### config.mk
export PLATFORM = sky130hd
export DESIGN_NAME = lap_fifo
export DESIGN_NICKNAME = d
export VERILOG_FILES = /design/src/rtl/lap_fifo_pkg.sv /design/src/rtl/lap_fifo_ptr.sv /design/src/rtl/lap_fifo_mem.sv /design/src/rtl/lap_fifo.sv
export SDC_FILE = /design/constraint.sdc
export NUM_CORES = 1
export LEC_CHECK = 0
export BUFFER_PORTS_ARGS = -buffer_cell sky130_fd_sc_hd__buf_4
export CAP_MARGIN = 5
export CORE_MARGIN = 8
export CORE_UTILIZATION = 35
export CTS_CLUSTER_DIAMETER = 200
export CTS_CLUSTER_SIZE = 8
export DETAILED_ROUTE_END_ITERATION = 7
export PLACE_DENSITY = 0.56
export SLEW_MARGIN = 20
export SYNTH_ARGS = -nofsm -noshare
export SYNTH_HDL_FRONTEND = slang
export SYNTH_SLANG_ARGS = --single-unit
### constraint.sdc
create_clock -name clk -period 5.45 [get_ports clk]
set_input_delay 0 -clock clk [delete_from_list [all_inputs] [get_ports clk]]
set_output_delay 0 -clock clk [all_outputs]
set_load 0.005 [all_outputs]
### src/rtl/lap_fifo_pkg.sv
package lap_fifo_pkg;
    localparam int unsigned DEF_DEPTH  = 6;
    localparam int unsigned DEF_DATA_W = 8;

    // Entries held, derived from the two lap/slot pairs
    function automatic int unsigned occupancy(
        input logic        w_lap,
        input int unsigned w_slot,
        input logic        r_lap,
        input int unsigned r_slot,
        input int unsigned depth
    );
        if (w_lap == r_lap) return w_slot - r_slot;
        else                return depth - r_slot + w_slot;
    endfunction
endpackage

### src/rtl/lap_fifo_ptr.sv
module lap_fifo_ptr #(
    parameter int unsigned DEPTH  = 6,
    parameter int unsigned SLOT_W = 3
) (
    input  logic              clk,
    input  logic              rst_n,
    input  logic              adv,
    output logic              lap,
    output logic [SLOT_W-1:0] slot
);
    localparam logic [SLOT_W-1:0] LAST = SLOT_W'(DEPTH - 1);

    typedef struct packed {
        logic              lap;
        logic [SLOT_W-1:0] slot;
    } ptr_t;

    ptr_t st_d, st_q;

    always_comb begin
        st_d = st_q;
        if (adv) begin
            if (st_q.slot == LAST) begin
                st_d.slot = '0;
                st_d.lap  = ~st_q.lap;
            end else begin
                st_d.slot = st_q.slot + 1'b1;
            end
        end
    end

    always_ff @(posedge clk or negedge rst_n) begin
        if (!rst_n) st_q <= '0;
        else        st_q <= st_d;
    end

    assign lap  = st_q.lap;
    assign slot = st_q.slot;

    assert_slot_in_range_R8: assert property (@(posedge clk) disable iff (!rst_n)
        slot <= LAST);

    assert_wrap_flips_lap_R8: assert property (@(posedge clk) disable iff (!rst_n)
        (adv && slot == LAST) |=> (slot == '0 && lap != $past(lap)));
endmodule

### src/rtl/lap_fifo_mem.sv
module lap_fifo_mem #(
    parameter int unsigned DEPTH  = 6,
    parameter int unsigned DATA_W = 8,
    parameter int unsigned SLOT_W = 3
) (
    input  logic              clk,
    input  logic              rst_n,
    input  logic              we,
    input  logic [SLOT_W-1:0] waddr,
    input  logic [DATA_W-1:0] wdata,
    input  logic              re,
    input  logic [SLOT_W-1:0] raddr,
    output logic [DATA_W-1:0] rdata
);
    typedef struct packed {
        logic [DEPTH-1:0][DATA_W-1:0] cells;
        logic [DATA_W-1:0]            rdata;
    } mem_t;

    mem_t st_d, st_q;

    always_comb begin
        st_d = st_q;
        for (int i = 0; i < DEPTH; i++) begin
            if (we && waddr == SLOT_W'(i)) st_d.cells[i] = wdata;
            if (re && raddr == SLOT_W'(i)) st_d.rdata    = st_q.cells[i];
        end
    end

    always_ff @(posedge clk or negedge rst_n) begin
        if (!rst_n) st_q <= '0;
        else        st_q <= st_d;
    end

    assign rdata = st_q.rdata;

    assert_rdata_holds_R4: assert property (@(posedge clk) disable iff (!rst_n)
        !re |=> $stable(rdata));
endmodule

### src/rtl/lap_fifo.sv
module lap_fifo #(
    parameter int unsigned DEPTH  = lap_fifo_pkg::DEF_DEPTH,
    parameter int unsigned DATA_W = lap_fifo_pkg::DEF_DATA_W,
    localparam int unsigned SLOT_W = (DEPTH > 2) ? $clog2(DEPTH) : 1,
    localparam int unsigned CNT_W  = $clog2(DEPTH + 1)
) (
    input  logic              clk,
    input  logic              rst_n,
    input  logic [DATA_W-1:0] push_data,
    input  logic              push_valid,
    output logic              is_full,
    input  logic              pop_ready,
    output logic [DATA_W-1:0] pop_data,
    output logic              is_empty,
    output logic [CNT_W-1:0]  fill_level
);
    logic              w_lap, r_lap;
    logic [SLOT_W-1:0] w_slot, r_slot;
    logic              wr_ok, rd_ok;

    assign is_empty = (w_lap == r_lap) && (w_slot == r_slot);
    assign is_full  = (w_lap != r_lap) && (w_slot == r_slot);
    assign wr_ok    = push_valid && !is_full;
    assign rd_ok    = pop_ready && !is_empty;

    always_comb begin
        fill_level = CNT_W'(lap_fifo_pkg::occupancy(w_lap, int'(w_slot),
                                                    r_lap, int'(r_slot), DEPTH));
    end

    lap_fifo_ptr #(.DEPTH(DEPTH), .SLOT_W(SLOT_W)) wr_ptr_i (
        .clk(clk), .rst_n(rst_n), .adv(wr_ok), .lap(w_lap), .slot(w_slot));

    lap_fifo_ptr #(.DEPTH(DEPTH), .SLOT_W(SLOT_W)) rd_ptr_i (
        .clk(clk), .rst_n(rst_n), .adv(rd_ok), .lap(r_lap), .slot(r_slot));

    lap_fifo_mem #(.DEPTH(DEPTH), .DATA_W(DATA_W), .SLOT_W(SLOT_W)) mem_i (
        .clk(clk), .rst_n(rst_n),
        .we(wr_ok), .waddr(w_slot), .wdata(push_data),
        .re(rd_ok), .raddr(r_slot), .rdata(pop_data));

    assert_no_overflow_R3: assert property (@(posedge clk) disable iff (!rst_n)
        (is_full && !pop_ready) |=> (is_full && $stable(w_slot) && $stable(w_lap)));

    assert_no_underflow_R4: assert property (@(posedge clk) disable iff (!rst_n)
        (is_empty && !push_valid) |=> (is_empty && $stable(pop_data)));

    assert_full_matches_level_R5: assert property (@(posedge clk) disable iff (!rst_n)
        is_full == (fill_level == CNT_W'(DEPTH)));

    assert_level_bounded_R6: assert property (@(posedge clk) disable iff (!rst_n)
        fill_level <= CNT_W'(DEPTH));

    assert_both_keep_level_R7: assert property (@(posedge clk) disable iff (!rst_n)
        (!is_empty && !is_full && push_valid && pop_ready) |=> $stable(fill_level));

    assert_full_both_pops_R9: assert property (@(posedge clk) disable iff (!rst_n)
        (is_full && push_valid && pop_ready) |=> (fill_level == CNT_W'(DEPTH - 1)));
endmodule

Yosys cells after proc, flatten, opt, wreduce, memory -nomap -nowiden
Cells that the tools add are included.
- logic and storage cells: 63
- register bits after elaboration: 64
- multiplexer cells: 9
- equality and inequality tests: 13
- bitwise gates (word level): 2
- reduce and logical (&&, ||, !) cells: 23
- $add $sub $neg: 5
- operators with widths (cell ; count):
    $mux W8 ; 6
    $logic_and A1 B1 Y1 ; 16
    $eq A3 B2 Y1 const B ; 4
    $eq A3 B3 Y1 const B ; 4
    $mux W3 ; 3
    $add A3 B1 Y3 const B ; 2
    $eq A3 B1 Y1 const B ; 2
    $logic_not A3 Y1 ; 2
    $reduce_bool A6 Y1 ; 1
    $reduce_and A2 Y1 ; 2
    $add A3 B3 Y3 ; 1
    $eq A3 B3 Y1 ; 1
    $sub A3 B3 Y3 ; 1
    $sub A3 B3 Y3 const A ; 1
    $logic_not A1 Y1 ; 2
    $not A1 Y1 ; 2
    $eq A1 B1 Y1 ; 1
    $ne A1 B1 Y1 ; 1

Logic depth before layout (Yosys ltp)
Gate-level depths: netlist of the first run.
- depth in word-level cells: 11
- depth in mapped cells: 11
- depth with buffers taken out: 8

By module
A second synthesis of the first run with hierarchy kept.
- cells, all modules: 280
- area, all modules: 3383.2 um^2
- modules (own cells, without submodules) (module ; cells an instance ; seq. area each (um^2) ; area each (um^2) ; instances):
    lap_fifo_mem ; 236 ; 1401.3 ; 2866.5 ; 1
    lap_fifo_ptr ; 12 ; 100.1 ; 172.7 ; 2
    lap_fifo ; 20 ; 0.0 ; 171.4 ; 1

Worst setup path after synthesis of the first run
No wires, ideal clock.
- path kind: reg2reg
- start: reg wr_ptr_i.st_q (netlist bit wr_ptr_i.slot[0])
- end: reg mem_i.st_q[24] (netlist name)
- path slack: 3254 ps
- clock period less this slack: 2196 ps
- arrival: 2071 ps
- stages on the path, launching flop included: 10
- path through: dfrtp_1 -> clkbuf_1 -> inv_1 -> ha_1 -> nand2_1 -> nor3b_2 -> nor2b_1 -> buf_2 -> nand3_4 -> mux2_2
- word-level cells in the longest chain between the ends: 5
- elaborated cells on any way between the ends: 6
- those cells by class: 2 x eq/ne; 4 x reduce/logical
- RTL lines (item ; line ; text):
    start, declared ; lap_fifo_ptr.sv:18 ; ptr_t st_d, st_q;
    start signal, assigned ; lap_fifo_ptr.sv:34 ; else st_q <= st_d;
    $eq A3 B3 Y1 ; lap_fifo.sv:22 ; assign is_full = (w_lap != r_lap) && (w_slot == r_slot);
    $logic_and A1 B1 Y1 ; lap_fifo.sv:22 ;
    via is_full ; lap_fifo.sv:11 ; output logic is_full,
    $logic_not A1 Y1 ; lap_fifo.sv:23 ; assign wr_ok = push_valid && !is_full;
    $logic_and A1 B1 Y1 ; lap_fifo.sv:23 ;
    $logic_and A1 B1 Y1 ; lap_fifo_mem.sv:25 ; if (we && waddr == SLOT_W'(i)) st_d.cells[i] = wdata;
    end signal, assigned ; lap_fifo_mem.sv:32 ; else st_q <= st_d;
    end, declared ; lap_fifo_mem.sv:20 ; mem_t st_d, st_q;
The timed path passes the listed nets, and every way through them passes these cells.
A chain may end at the register's enable or synchronous reset.

Final worst setup path of the first run
- start: reg rd_ptr_i.st_q (netlist bit rd_ptr_i.slot[0])
- end: reg mem_i.st_q (netlist bit mem_i.rdata[6])
- word-level cells in the longest chain between the ends: 10
- elaborated cells on any way between the ends: 22
- those cells by class: 6 x eq/ne; 5 x mux; 11 x reduce/logical
- RTL lines (item ; line ; text):
    start, declared ; lap_fifo_ptr.sv:18 ;
    start signal, assigned ; lap_fifo_ptr.sv:34 ;
    $eq A3 B3 Y1 ; lap_fifo.sv:21 ; assign is_empty = (w_lap == r_lap) && (w_slot == r_slot);
    $logic_and A1 B1 Y1 ; lap_fifo.sv:21 ;
    $logic_not A1 Y1 ; lap_fifo.sv:24 ; assign rd_ok = pop_ready && !is_empty;
    $logic_and A1 B1 Y1 ; lap_fifo.sv:24 ;
    $logic_and A1 B1 Y1 ; lap_fifo_mem.sv:26 ; if (re && raddr == SLOT_W'(i)) st_d.rdata = st_q.cells[i];
    $mux W8 (5 in series) ; lap_fifo_mem.sv:26 ;
Several ways; a longest one is shown, not always the timed one.

==> results of run 1 <==
-- state kept, by name, indices dropped and copies added, names as in the netlist --
name           count
mem_i.st_q        48
rd_ptr_i.lap       1
wr_ptr_i.slot      3
mem_i.rdata        8
rd_ptr_i.slot      3
wr_ptr_i.lap       1
-- metrics by stage --
step                hold WS, ns  instance area (um2)  cells
finish                    0.190                 3850    426
global placement          0.149                 3510    400
global route              0.190                 3850    426
CTS                       0.175                 3850    426
floorplan                -0.296                 3310    287
detailed placement        0.145                 3510    400
-- routing by layer --
layer,wire length [um],GRT usage [%]
met1,3380,15.5
met2,3230,18.1
met3,318,2.66
met4,133,5.86
met5,0,0
-- cell families after synthesis --
| kind of cell | after synthesis |
|---|---|
| AO/OA/AOI/OAI | 68 |
| flip-flops | 64 |
| AND/OR/NAND/NOR | 59 |
| multiplexers | 49 |
| buffers and inverters | 31 |
| XOR/XNOR | 9 |
| adder cells (fa/ha/maj) | 7 |
-- repair_timing --
| action | 4_1_cts | 5_1_grt |
|---|---|---|
| resized for setup | 0 | 0 |
| endpoints found under the setup margin | 0 | 0 |
| hold buffers | 10 | 0 |
| endpoints found under the hold margin | 113 | 0 |
-- area by class of cell --
type	instances	share of cell area, %
Multi-Input combinational cell	192	40.3
Tap cell	111	3.61
Inverter	9	0.877
Clock inverter	5	2.70
Timing Repair Buffer	34	7.28
Sequential cell	64	41.6
Clock buffer	11	3.67
-- power by group through the flow --
stage          Sequential (mW)  Combinational [mW]  Clock (mW)
6_report                 0.916                1.09       0.498
4_1_cts                  0.914                1.10       0.508
3_5_place_dp             0.922                1.09           0
2_1_floorplan            0.829               0.890           0
3_3_place_gp             0.919                1.08           0
5_1_grt                  0.949                1.22       0.528
-- placed cells by master, fill, tap and decap left out, types with 10 or more instances in the layout --
| cell type | instances |
|---|---|
| a22oi_1 | 14 |
| buf_4 | 24 |
| nand2b_1 | 11 |
| nand2_1 | 11 |
| nand3_1 | 15 |
| o21ai_0 | 22 |
| a21oi_1 | 10 |
| mux2_2 | 49 |
| dfrtp_1 | 64 |
| clkbuf_8 | 10 |
| dlygate4sd3_1 | 10 |
-- how the worst max path moves through the flow --
| stage | start | to | slack, ns |
|---|---|---|---|
| 3_5_place_dp | rd_ptr_i.slot[0] | mem_i.rdata[6] | 2.75 |
| 4_1_cts | rd_ptr_i.slot[0] | mem_i.rdata[6] | 2.72 |
| 2_1_floorplan | wr_ptr_i.slot[0] | mem_i.st_q[24] | 3.25 |
| 6_report | rd_ptr_i.slot[0] | mem_i.rdata[6] | 2.73 |
| 5_1_grt | rd_ptr_i.slot[0] | mem_i.rdata[3] | 2.30 |
| 3_3_place_gp | rd_ptr_i.slot[2] | mem_i.rdata[4] | 2.87 |
-- worst reg2reg max path: stages (launching register included) --
cell and delay [ns]:
dfrtp_1 0.52, inv_1 0.25, nor2_1 0.18, ha_1 0.51, nand2b_1 0.21, a21oi_1 0.06, nor2_1 0.61, o211ai_1 0.20
nand3_1 0.13
==> results.toml, run 1 <==
[timing]
maxSlewHeadroom_pct = 46.3
setup_slack_ns = 2.73
finalCriticalPeriod_ns = 2.72
setup_violations = 0
worst_pin_slew_ns = 0.805
slew_viol_final = 0
finalHoldViolCount = 0
period_share_pct = 49.9
grt_setup_unrepaired = "no"
clock_skew_ns = 0.00525
max_freq_mhz = 367
finalSetupTns_ns = 0

[critical_path]
critPathKind = "reg -> reg"
crit_family = "simple AND/OR/NAND/NOR gates"
path_depth = 8
cpPeakStageDelay_ns = 0.61
rr_startpoint = "rd_ptr_i.slot[0]"
crit_required_ns = 5.73
r2r_end = "mem_i.rdata[6]"
regToRegSetupSlack_ns = 2.73
crit_chain = "inv_1 -> nor2_1 -> ha_1 -> nand2b_1 -> a21oi_1 -> nor2_1 -> o211ai_1 -> nand3_1"
worst-path-buf-inv = 1
rr_worst_depth = 8
cp_common_cell = "nor2_1"
start_kind = "flop"
cp.arrival_ns = 3.00
crit_fanout = 18
end_kind = "flop"
crit_slowest_cell = "nor2_1"

[pwr]
p_int_mw = 1.59
seq_power_share_pct = 36.6
sw_frac_of_total_pct = 36.7
p_leak_nw = 1.66
power_density_nw_per_um2 = 650
p_comb_share_pct = 43.5
ir_drop_mv = 0.160
power_mw = 2.50
pwr-share-clk_pct = 19.9
p_switching_mw = 0.917

[final_layout]
num_antenna_cells = 0
synthToLayoutAreaGrowth_pct = 16.5
utilization_pct = 41.9
regArea_um2 = 1600
nNetsFinal = 329
multi_input_area_um2 = 1550
final_layout_size_suffix_gt1_share_pct = 31.7
fillerInstances = 862

[placed_design]
post-dp-hpwl_um = 5120
place_ws_ns = 2.75
io_buffers = 24
gp_congestion = 0.832

[synth]
synthArstFlopShare_pct = 100
synthFlopType = "dfrtp_1"
syn-instance-count = 287
synth_edf_count = 0
syn-cell-area_um2 = 3310
synth_top_family_by_area = "multiplexers"
ys_ff_latch = 64
synth-xor-area-share_pct = 3.18
yosys_warnings = 0
synth_mux_area_share_pct = 16.7
synth_compound_area_share_pct = 13.4
synth-seq-area-share_pct = 48.4
post-synth-top-area-cell = "dfrtp_1"
yosysMostFrequentCell = "dfrtp_1"
synthAdderAreaFrac_pct = 2.88
syn_area_per_cell_um2 = 11.5
synth_top_cells_by_count = "64 x dfrtp_1, 49 x mux2_2, 22 x o21ai_0"
synth.distinct_cells = 38
synth_top_area_share_pct = 48.4
postSynthNetCount = 306
synth_top_cells_by_area = "dfrtp_1 48%, mux2_2 17%, o21ai_0 3.3%"
synth-simple-area-share_pct = 10.7

[clock_network]
clock-sinks = 64
cts_inserted_buffers = 9
cts.reportedPaths.clkPinSlew_ns = 0.07
clock_latency_ns = 0.34
cts-root-buf = "clkbuf_8"
cts_buffer_depth = 2
cts_max_level = 3
cts_setup_buffers = 0
cts_tree = "yes"

[worst_hold_path]
hold_depth = 3
hold_class = "in -> reg"
hp-start = "push_valid"
min_to = "wr_ptr_i.slot[0]"

[outcome]
outcome = "finished clean"

[global_route]
grt_pass1_wl_um = 12000
first_global_vias = 2278
overflow = 0
antenna_found_initial = 0
grt_start_max_net_pins = 65
grt_use_total_pct = 11.8

[floorplanning]
core_um2 = 9200
die_h_um = 113
rows = 35
dieArea_um2 = 12800
initial_core_util_pct = 36.0
dieWidth_um = 113
pin_count = 25

[detailed_routing]
avgViaCountPerCell = 5.17
vias = 2203
drtIter0Drc = 118
drt-total-wl_um = 7070
wire_per_inst_um = 16.6
dr.pass1.iters = 4
antenna_left = 0
drc = 0

[job]
maxCapViolations = 0
No activity file was read; power rests on OpenSTA's default activity.
==> inputs of run 2 (changes only) <==
==> constraint.sdc (replaced) <==
create_clock -name clk -period 2.7 [get_ports clk]
set_input_delay 0 -clock clk [delete_from_list [all_inputs] [get_ports clk]]
set_output_delay 0 -clock clk [all_outputs]
set_load 0.005 [all_outputs]
==> run 2 against run 1 <==
  * Non-clock buffer count is 3 higher
  * Combinational power grew 110%
  * Flip-flop and latch count did not move
  * Critical path depth shrank 1
  * Global-route usage increased by 0.28 points
  * Register-to-register slack lost 2.4 ns
  * First-iteration DRC count up 22%
  * Hold slack lost 0.17 ns
  * Fmax up 17%
  * Sequential share of layout area is 0.22 points higher
  * Critical path type unchanged
  * Critical endpoint is now mem_i.st_q[31]
  * Largest cell class unchanged
  * Largest power group unchanged
==> results.toml, run 2 (synthesis results as in run 1) <==
[critical_path]
rr_startpoint = "wr_ptr_i.slot[0]"
critPathKind = "reg -> reg"
end_kind = "flop"
cp.arrival_ns = 2.56
r2r_end = "mem_i.st_q[31]"
crit_path_end = "mem_i.st_q[31]"
critPathLaunch = "wr_ptr_i.slot[0]"
crit_fanout = 8
regToRegSetupSlack_ns = 0.37
start_kind = "flop"
crit_required_ns = 2.93
rr_worst_depth = 7

[timing]
max_freq_mhz = 429
grt_setup_unrepaired = "no"
maxSlewHeadroom_pct = 45.9
clock_skew_ns = 0.00846
slew_viol_final = 0
worst_pin_slew_ns = 0.808
setup_violations = 0
setup_slack_ns = 0.370
finalCriticalPeriod_ns = 2.33
finalHoldViolCount = 0
period_share_pct = 86.3
hold_ws_ns = 0.0234
finalSetupTns_ns = 0

[floorplanning]
rows = 35
core_um2 = 9200
dieWidth_um = 113
die_h_um = 113
pin_count = 25
initial_core_util_pct = 36.0
dieArea_um2 = 12800

[placed_design]
post-dp-hpwl_um = 5220
gp_congestion = 0.808
io_buffers = 24
dp_cells = 404
place_ws_ns = 0.365
placed_area_um2 = 3540

[outcome]
outcome = "finished clean"

[global_route]
first_global_vias = 2341
grt_start_max_net_pins = 65
overflow = 0
grt_pass1_wl_um = 12200
grt_use_total_pct = 12.1
antenna_found_initial = 0

[final_layout]
final_cells = 428
regArea_um2 = 1600
fillerInstances = 904
num_antenna_cells = 0
nNetsFinal = 332
largest-register = "mem_i.st_q"
largest_reg_flops = 48
final_common_cell = "dfrtp_1"
synthToLayoutAreaGrowth_pct = 15.9
final_layout_size_suffix_gt1_share_pct = 32.8
utilization_pct = 41.7
multi_input_area_um2 = 1550
most-common-layout-cells = "64 x dfrtp_1, 49 x mux2_2, 28 x buf_4"
final_area_um2 = 3830

[clock_network]
cts_inserted_buffers = 9
clock-sinks = 64
cts_buffer_depth = 2
cts_tree = "yes"
cts_max_level = 3
cts_setup_buffers = 0
cts.reportedPaths.clkPinSlew_ns = 0.06
clock_latency_ns = 0.34
cts-root-buf = "clkbuf_8"

[detailed_routing]
dr.pass1.iters = 4
wire_per_inst_um = 16.7
vias = 2223
drt-total-wl_um = 7170
antenna_left = 0
drtIter0Drc = 144
avgViaCountPerCell = 5.19
drc = 0

[worst_hold_path]
hold_class = "in -> reg"

[pwr]
power_mw = 4.93
p_leak_nw = 1.66
ir_drop_mv = 0.313
power_density_nw_per_um2 = 1290

[job]
maxCapViolations = 0
-- run 2: timing repair --
action	CTS	global route
hold endpoints to repair	112	0
gates resized for setup	0	0
hold buffers	9	0
-- run 2: per-layer routing --
metal	up-vias	wire length, um	global-route usage [%]
met5	-	0	0
met4	0	76	4.26
met3	4	292	3.57
met2	36	3340	18.8
met1	1112	3460	15.7
li1	1071	-	-
-- run 2: worst min path at each step --
stage	from	endpoint	depth (start not counted)
after global routing	pop_ready	rd_ptr_i.slot[0]	3
after detailed placement	rst_n	wr_ptr_i.slot[2]	1
after CTS	pop_ready	rd_ptr_i.slot[0]	3
after global placement	rst_n	wr_ptr_i.slot[2]	1
after floorplan	rst_n	mem_i.rdata[0]	0
final	pop_ready	rd_ptr_i.slot[0]	3
-- run 2: report_power, final --
part           leakage [nW]  internal (mW)  switching (mW)
combinational         0.787           1.14            1.13
clock                 0.108          0.493           0.352
sequential            0.766           1.46           0.363
-- run 2: critical path, stage by stage (launching register included) --
cell and delay (ns):
dfrtp_1 0.46, inv_1 0.15, ha_1 0.31, nand2_1 0.16
nor3b_2 0.10, nor2b_1 0.49, nand3_4 0.22, mux2_2 0.32
-- run 2: layout make-up --
| cell class | count | share of cell area [%] |
|---|---|---|
| inverters | 9 | 0.882 |
| repair buffers | 37 | 7.84 |
| multi-input cells | 192 | 40.5 |
| flip-flops and latches | 64 | 41.8 |
| clock buffers | 12 | 4.31 |
| well taps | 111 | 3.63 |
| clock inverters | 3 | 1.05 |
==> inputs of run 3 (changes only) <==
--- a/config.mk
+++ b/config.mk
@@ -12,7 +12,7 @@
 export CTS_CLUSTER_DIAMETER = 200
 export CTS_CLUSTER_SIZE = 8
 export DETAILED_ROUTE_END_ITERATION = 7
-export PLACE_DENSITY = 0.56
+export PLACE_DENSITY = 0.5
 export SLEW_MARGIN = 20
 export SYNTH_ARGS = -nofsm -noshare
 export SYNTH_HDL_FRONTEND = slang
==> run 3 against run 2 <==
  * Fmax is 1.4% lower
  * Final cell count is 0.23% higher
  * First-iteration DRC count shrank 22%
  * Register-to-register slack got worse by 0.03 ns
  * Sequential share of layout area decreased by 0.24 points
  * Count of clock-buffer cells in the layout did not move
  * Power grew 2.5%
  * Critical endpoint is now mem_i.st_q[28]
  * Largest power group unchanged
==> results.toml, run 3 (synthesis results as in run 1) <==
[critical_path]
critPathKind = "reg -> reg"
regToRegSetupSlack_ns = 0.34
crit_required_ns = 2.92
crit_fanout = 8
r2r_end = "mem_i.st_q[28]"
rr_startpoint = "wr_ptr_i.slot[0]"
cp.arrival_ns = 2.58
cpPeakStageDelay_ns = 0.52
end_kind = "flop"
crit_slowest_cell = "nor2b_1"
rr_worst_depth = 7
start_kind = "flop"
crit_chain = "inv_1 -> ha_1 -> nand2_1 -> nor3b_2 -> nor2b_1 -> nand3_4 -> mux2_2"

[placed_design]
post-dp-hpwl_um = 5390
io_buffers = 24
place_ws_ns = 0.318
placed_area_um2 = 3540
gp_congestion = 0.749
dp_cells = 405

[timing]
setup_violations = 0
max_freq_mhz = 423
finalHoldViolCount = 0
period_share_pct = 87.5
slew_viol_final = 0
finalCriticalPeriod_ns = 2.36
grt_setup_unrepaired = "no"
worst_pin_slew_ns = 0.849
maxSlewHeadroom_pct = 43.4
finalSetupTns_ns = 0
clock_skew_ns = 0.00654
hold_ws_ns = 0.0298
setup_slack_ns = 0.337

[floorplanning]
dieArea_um2 = 12800
initial_core_util_pct = 36.0
dieWidth_um = 113
die_h_um = 113
pin_count = 25
rows = 35
core_um2 = 9200

[worst_hold_path]
min_to = "rd_ptr_i.slot[0]"
hp-start = "pop_ready"
hold_class = "in -> reg"
hold_depth = 3

[final_layout]
largest-register = "mem_i.st_q"
final_common_cell = "dfrtp_1"
nNetsFinal = 333
final_layout_size_suffix_gt1_share_pct = 32.7
final_cells = 429
final_area_um2 = 3850
utilization_pct = 41.9
synthToLayoutAreaGrowth_pct = 16.5
num_antenna_cells = 0
largest_reg_flops = 48
fillerInstances = 882
most-common-layout-cells = "64 x dfrtp_1, 49 x mux2_2, 29 x buf_4"

[clock_network]
clock_latency_ns = 0.33
cts-root-buf = "clkbuf_8"
cts_inserted_buffers = 9
cts_tree = "yes"
cts_buffer_depth = 2
cts.reportedPaths.clkPinSlew_ns = 0.07
clock-sinks = 64
cts_resized = 0
cts_max_level = 3

[detailed_routing]
vias = 2223
avgViaCountPerCell = 5.18
drtIter0Drc = 113
drc = 0
drt-total-wl_um = 7690
wire_per_inst_um = 17.9
antenna_left = 0
dr.pass1.iters = 4

[pwr]
power_density_nw_per_um2 = 1310
power_mw = 5.05
ir_drop_mv = 0.355
p_leak_nw = 1.67

[global_route]
grt_start_max_net_pins = 65
overflow = 0
first_global_vias = 2330
grt_use_total_pct = 13.0
grt_pass1_wl_um = 13000
antenna_found_initial = 0

[job]
maxCapViolations = 0

[outcome]
outcome = "finished clean"
[run 3: cell count changes in the layout (fill, tap and decap cells not counted), sizes merged]
cell | previous run | this run
buf | 28 | 29
bufinv | 1 | 2
clkinv | 2 | 1
[run 3: power breakdown]
group | leakage (nW) | switching [mW] | internal, mW
Clock | 0.112 | 0.353 | 0.564
Combinational | 0.792 | 1.18 | 1.15
Sequential | 0.766 | 0.351 | 1.45
Total | 1.67 | 1.88 | 3.17
[run 3: timing repair]
action,CTS,global route
buffers inserted,0,0
hold buffers,9,0
hold endpoints to repair,112,0
[run 3: layout make-up]
cell class | count | area, um2 | area share (%)
timing repair buffer | 38 | 308 | 7.99
multi-input combinational | 192 | 1550 | 40.3
tap | 111 | 139 | 3.60
inverter | 9 | 33.8 | 0.877
clock inverter | 3 | 65.1 | 1.69
clock buffer | 12 | 155 | 4.03
sequential | 64 | 1600 | 41.6
[run 3: layer usage]
layer | wire (um) | vias to the layer above | GRT usage, %
met2 | 3360 | 38 | 18.7
met5 | 0 | - | 0
met1 | 4000 | 1095 | 18.4
li1 | - | 1080 | -
met4 | 103 | 0 | 6.04
met3 | 224 | 10 | 2.45
[run 3: worst max-delay path by stage]
stage                           to  slack (ns)  depth (start not counted)             start
floorplan           mem_i.st_q[24]        0.50                          9  wr_ptr_i.slot[0]
global placement    mem_i.st_q[29]        0.43                          7  wr_ptr_i.slot[0]
detailed placement  mem_i.st_q[29]        0.32                          7  wr_ptr_i.slot[0]
CTS                 mem_i.st_q[28]        0.32                          7  wr_ptr_i.slot[0]
global route        mem_i.st_q[31]        0.13                          7  wr_ptr_i.slot[0]
finish              mem_i.st_q[28]        0.34                          7  wr_ptr_i.slot[0]
[run 3: critical path, delay by kind of cell, from the launching register on]
kind                       cells  cell delay, ns
and+or+nand+nor                4            1.02
adders and majority gates      1            0.31
DFF                            1            0.45
buffers and inverters          1            0.15
muxes                          1            0.32
